==> src/rtl/wpg_pkg.sv <==
package wpg_pkg;
  typedef struct packed {
    logic grantWr;
    logic denyWr;
    logic grantSr;
    logic denySr;
    logic cancel;
    logic setWen;
    logic clrWen;
  } ctlStrobes_t;

  localparam int STATUS_W = 8;
endpackage

==> src/rtl/wpgProtect.sv <==
module wpgProtect #(
  parameter int ADDR_W = 12
) (
  input  logic [ADDR_W-1:0] addr,
  input  logic [1:0]        blk,
  output logic              isProt
);
  localparam int TOP = ADDR_W - 1;

  generate
    if (ADDR_W >= 2) begin : g_wide
      always_comb begin
        unique case (blk)
          2'b00: isProt = 1'b0;
          2'b01: isProt = (addr[TOP -: 2] == 2'b11);
          2'b10: isProt = addr[TOP];
          default: isProt = 1'b1;
        endcase
      end
    end else begin : g_narrow
      always_comb isProt = (blk == 2'b11) || (blk != 2'b00 && addr[0]);
    end
  endgenerate
endmodule

==> src/rtl/wpgCtrl.sv <==
module wpgCtrl
  import wpg_pkg::*;
#(
  parameter int ADDR_W = 12
) (
  input  logic              softRst,
  input  logic              wenSet,
  input  logic              wenClr,
  input  logic              wrReq,
  input  logic [ADDR_W-1:0] wrAddr,
  input  logic              srReq,
  input  logic              srPending,
  input  logic              wpPinN,
  input  logic              busyIn,
  input  logic              wen,
  input  logic              pinEn,
  input  logic [1:0]        blk,
  output ctlStrobes_t       stb
);
  logic isProt;
  logic blocked;
  logic pinLock;
  logic wrOk;
  logic srOk;

  wpgProtect #(.ADDR_W(ADDR_W)) u_prot (
    .addr  (wrAddr),
    .blk   (blk),
    .isProt(isProt)
  );

  always_comb begin
    blocked = busyIn || !wen;
    pinLock = pinEn && !wpPinN;
    wrOk    = wrReq && !blocked && !isProt;
    srOk    = srReq && !blocked && !pinLock;
    stb = '0;
    if (!softRst) begin
      stb.grantWr = wrOk;
      stb.denyWr  = wrReq && !wrOk;
      stb.grantSr = srOk;
      stb.denySr  = srReq && !srOk;
      stb.cancel  = srPending && !srReq && pinLock && wen;
      stb.setWen  = wenSet;
      stb.clrWen  = wenClr;
    end else begin
      stb.clrWen  = 1'b1;
    end
  end
endmodule

==> src/rtl/wpgRegs.sv <==
module wpgRegs
  import wpg_pkg::*;
(
  input  logic        clk,
  input  logic        rstN,
  input  ctlStrobes_t stb,
  input  logic [7:0]  srData,
  input  logic        busyIn,
  output logic        wen,
  output logic        pinEn,
  output logic [1:0]  blk,
  output logic        wrGrant,
  output logic        wrDeny,
  output logic        srGrant,
  output logic        srDeny,
  output logic        cancelPulse,
  output logic [STATUS_W-1:0] statusByte
);
  always_ff @(posedge clk or negedge rstN) begin
    if (!rstN) begin
      pinEn <= 1'b0;
      blk   <= 2'b00;
    end else if (stb.grantSr) begin
      pinEn <= srData[7];
      blk   <= srData[3:2];
    end
  end

  always_ff @(posedge clk or negedge rstN) begin
    if (!rstN) begin
      wen <= 1'b0;
    end else if (stb.grantWr || stb.grantSr || stb.cancel || stb.clrWen) begin
      wen <= 1'b0;
    end else if (stb.setWen) begin
      wen <= 1'b1;
    end
  end

  always_ff @(posedge clk or negedge rstN) begin
    if (!rstN) begin
      wrGrant     <= 1'b0;
      wrDeny      <= 1'b0;
      srGrant     <= 1'b0;
      srDeny      <= 1'b0;
      cancelPulse <= 1'b0;
    end else begin
      wrGrant     <= stb.grantWr;
      wrDeny      <= stb.denyWr;
      srGrant     <= stb.grantSr;
      srDeny      <= stb.denySr;
      cancelPulse <= stb.cancel;
    end
  end

  assign statusByte = {pinEn, 3'b000, blk, wen, busyIn};
endmodule

==> src/rtl/wpGuard.sv <==
module wpGuard
  import wpg_pkg::*;
#(
  parameter int ADDR_W = 12
) (
  input  logic              clk,
  input  logic              rstN,
  input  logic              softRst,
  input  logic              wenSet,
  input  logic              wenClr,
  input  logic              wrReq,
  input  logic [ADDR_W-1:0] wrAddr,
  input  logic              srReq,
  input  logic [7:0]        srData,
  input  logic              srPending,
  input  logic              wpPinN,
  input  logic              busyIn,
  output logic              wrGrant,
  output logic              wrDeny,
  output logic              srGrant,
  output logic              srDeny,
  output logic              cancelPulse,
  output logic [7:0]        statusByte
);
  ctlStrobes_t stb;
  logic        wen;
  logic        pinEn;
  logic [1:0]  blk;

  wpgCtrl #(.ADDR_W(ADDR_W)) u_ctrl (
    .softRst  (softRst),
    .wenSet   (wenSet),
    .wenClr   (wenClr),
    .wrReq    (wrReq),
    .wrAddr   (wrAddr),
    .srReq    (srReq),
    .srPending(srPending),
    .wpPinN   (wpPinN),
    .busyIn   (busyIn),
    .wen      (wen),
    .pinEn    (pinEn),
    .blk      (blk),
    .stb      (stb)
  );

  wpgRegs u_regs (
    .clk        (clk),
    .rstN       (rstN),
    .stb        (stb),
    .srData     (srData),
    .busyIn     (busyIn),
    .wen        (wen),
    .pinEn      (pinEn),
    .blk        (blk),
    .wrGrant    (wrGrant),
    .wrDeny     (wrDeny),
    .srGrant    (srGrant),
    .srDeny     (srDeny),
    .cancelPulse(cancelPulse),
    .statusByte (statusByte)
  );
endmodule

==> config.mk <==
export PLATFORM = sky130hd
export DESIGN_NAME = wpGuard
export DESIGN_NICKNAME = d
export VERILOG_FILES = /design/src/rtl/wpg_pkg.sv /design/src/rtl/wpgProtect.sv /design/src/rtl/wpgCtrl.sv /design/src/rtl/wpgRegs.sv /design/src/rtl/wpGuard.sv
export SDC_FILE = /design/constraint.sdc
export NUM_CORES = 1
export LEC_CHECK = 0
export BUFFER_PORTS_ARGS = -buffer_cell sky130_fd_sc_hd__buf_4
export CORE_MARGIN = 2
export CORE_UTILIZATION = 30
export CTS_CLUSTER_SIZE = 10
export DETAILED_ROUTE_END_ITERATION = 7
export GPL_TIMING_DRIVEN = 0
export PLACE_DENSITY = 0.71
export SYNTH_ARGS = -nofsm -noshare
export SYNTH_HDL_FRONTEND = slang
export SYNTH_SLANG_ARGS = --single-unit
==> constraint.sdc <==
create_clock -name clk -period 1.2 [get_ports clk]
set_clock_uncertainty 0.05 [all_clocks]
set_input_delay 0.3 -clock clk [delete_from_list [all_inputs] [get_ports clk]]
set_output_delay 0.3 -clock clk [all_outputs]
set_load 0.05 [all_outputs]
==> reports/results.ini <==
[status]
status = finished, violations left
violations = setup timing

[layout]
nNetsFinal = 103
antenna_cells = 0
drive_gt1_share_pct = 70.83
syn_to_final_growth_pct = 80.73

[logic_synthesis]
synth_area_leader_cell = dfrtp_1
synth_most_common_cell = dfrtp_1
netlist_top_cells_count = dfrtp_1 (9), buf_4 (6), nor2_1 (4)
yosysSeqAreaShare_pct = 50.28
async_reset_ff_share_pct = 100.0
yosysTopAreaCellShare_pct = 50.28
netlist_area_um2 = 447.9
yosys_warnings = 0
yosys_register_bits = 9
synth_edf_count = 0
ys_top_cells_by_area = dfrtp_1 (50%), buf_4 (10%), mux2_4 (10%), nor3_4 (3.6%), a2111oi_2 (3.4%)
synth-main-ff-cell = dfrtp_1
postSynthCellCount = 36
yosys.cell_types.count = 18
avgSynthCellArea_um2 = 12.44

[power_and_ir_drop]
vdd_drop_max_mv = 0.4767
p_total_uw = 991.4
pwr_density_cell_nw_per_um2 = 1225
sw_frac_of_total_pct = 33.91
p_switching_uw = 336.1
leakagePower_nw = 0.4095
seq_power_share_pct = 36.7
power_frac_clock_pct = 22.9
pwr-share-comb_pct = 40.4
p_int_uw = 655.2

[floorplanning]
row_count = 13
die_x_um = 42.64
ios = 43
initial_core_util_pct = 33.18
dieArea_um2 = 1818
core-area_um2 = 1350
fp.dieH_um = 42.64

[sta]
hold_slack_ps = 210.6
rsz0062_at_grt = yes
slew_viol_final = 0
max_clock_freq_mhz = 744.8
fin_crit_ps = 1343
timing_hold_violations_final = 0
finalSetupViolations = 6
fin_crit_sh_pct = 111.9
setup_ws_ps = -142.7

[global_routing]
grt.overflow.total = 0
antenna_found_initial = 0
grt_max_degree = 10
first_global_vias = 402
grt_first_pass_wirelength_um = 1669
grt.total_usage_pct = 12.49

[route]
drt_iter0_drc = 3
ant_nets = 0
dr.pass1.iters = 3
via_per_inst = 4.563
finalWirelength_um = 1022
route.detailed.wl_per_inst_um = 11.75
routed-via-count = 397
drc_errors = 0

[clock_network]
insertion_delay_ps = 250
cts_buffers = 3
htreeDepth = 1
clk_pin_slew_worst_paths_ps = 60
clockBufferDepth = 2
cts_root_buf = clkbuf_4
cts_tree = done
clock-sinks = 9

[critical_path]
path_max_fanout = 3
worstReg2RegEnd = u_regs.blk[0]$_DFFE_PN0P_
r2r-start = u_regs.pinEn$_DFFE_PN0P_
startpoint = u_regs.pinEn$_DFFE_PN0P_
required_ps = 1290
endpoint = u_regs.blk[0]$_DFFE_PN0P_
cp-end-kind = flop
startpoint_type = flop
crit_arrival_ps = 1430
critPathKind = reg2reg
reg2reg_depth = 4
reg2reg_slack_ps = -140

[placed_design]
dp_slack_ps = -259.9
place.port_buffers = 24
place.gp.congestion = 0.6677

[flow_run]
cap_viol_max_count = 0

[hold_path]
min_path_type = in2reg

==> worst max-delay path, cell delays in order, from the launching register on <==
cell     delay (ps)
dfrtp_1         400
nor2b_4         150
nor3_4          200
buf_6           140
mux2_4          290
==> cell type report <==
type	count	area, um2
Timing Repair Buffer	30	261.5
Sequential cell	9	227.7
Tap cell	15	18.77
Multi-Input combinational cell	23	226.5
Clock buffer	4	26.28
Fill cell	120	540.5
Buffer	6	48.80
==> kinds of logic after synthesis <==
kind of cell | synth area share (%)
simple gates | 20.95
flops | 50.28
buf+inv | 10.06
compound gates | 7.820
mux | 10.06
other cells | 0.8372
==> routing by layer <==
layer | part of all wire [%] | vias to the layer above | track usage (%)
li1 | - | 189 | -
met2 | 51 | 22 | 20.91
met1 | 38 | 182 | 13.00
met5 | 0 | - | 0
met4 | 2.2 | 0 | 9.375
met3 | 8.8 | 4 | 3.448
==> layout by cell type, fill, tap and decap left out <==
master and instances:
a2111oi_4 1, a211oi_2 1, a21o_1 1, and2_1 1, and4_4 1, buf_4 27
buf_6 6, buf_8 2, clkbuf_1 1, clkbuf_4 3, conb_1 3, dfrtp_1 7
dfrtp_2 2, dlygate4sd3_1 1, mux2_4 3, nand2b_4 2, nand3b_1 1, nor2_1 4
nor2b_4 1, nor3_4 1, nor3b_1 1, nor4_2 1, o21ai_0 1
==> state kept, by name, summed over array words and instances, names as in the netlist <==
| register | count |
|---|---|
| u_regs.srDeny | 1 |
| u_regs.pinEn | 1 |
| u_regs.wrDeny | 1 |
| u_regs.wrGrant | 1 |
| u_regs.blk | 2 |
| u_regs.cancelPulse | 1 |
| u_regs.srGrant | 1 |
| u_regs.wen | 1 |
==> power by group through the flow <==
stage / combinational (mW) / sequential, mW / clock [mW]
2_1_floorplan: 0.157 / 0.427 / 0
3_3_place_gp: 0.324 / 0.364 / 0
3_5_place_dp: 0.327 / 0.364 / 0
4_1_cts: 0.365 / 0.362 / 0.235
5_1_grt: 0.420 / 0.369 / 0.254
6_report: 0.400 / 0.364 / 0.227
==> worst min-delay path by stage <==
| stage | startpoint | endpoint | slack (ps) | cells past startpoint |
|---|---|---|---|---|
| floorplan | rstN | u_regs.blk[0]$_DFFE_PN0P_ | -50 | 0 |
| global placement | rstN | u_regs.wrGrant$_DFF_PN0_ | 70 | 1 |
| detailed placement | rstN | u_regs.srGrant$_DFF_PN0_ | 80 | 1 |
| CTS | wrAddr[11] | u_regs.wrGrant$_DFF_PN0_ | 200 | 2 |
| global route | softRst | u_regs.wrDeny$_DFF_PN0_ | 200 | 2 |
| finish | softRst | u_regs.wrDeny$_DFF_PN0_ | 210 | 2 |
==> stage by stage <==
stage          TNS [ps]  cells  cell area [um2]  utilization (%)
5_1_grt          -942.8     87            809.5            59.96
3_3_place_gp     -768.4     77            669.4            49.58
2_1_floorplan    -232.6     38            470.5                -
6_report         -653.1     87            809.5            59.96
4_1_cts          -537.6     85            753.2            55.79
3_5_place_dp     -846.1     77            669.4            49.58
==> timing repair <==
action,CTS,global route
pin swaps,3,2
hold buffers,1,0
gates resized for setup,7,9
setup endpoints to repair,8,10
setup buffers,3,2
endpoints found under the hold margin,9,0
Note: power is estimated with default switching activity, not from simulation.
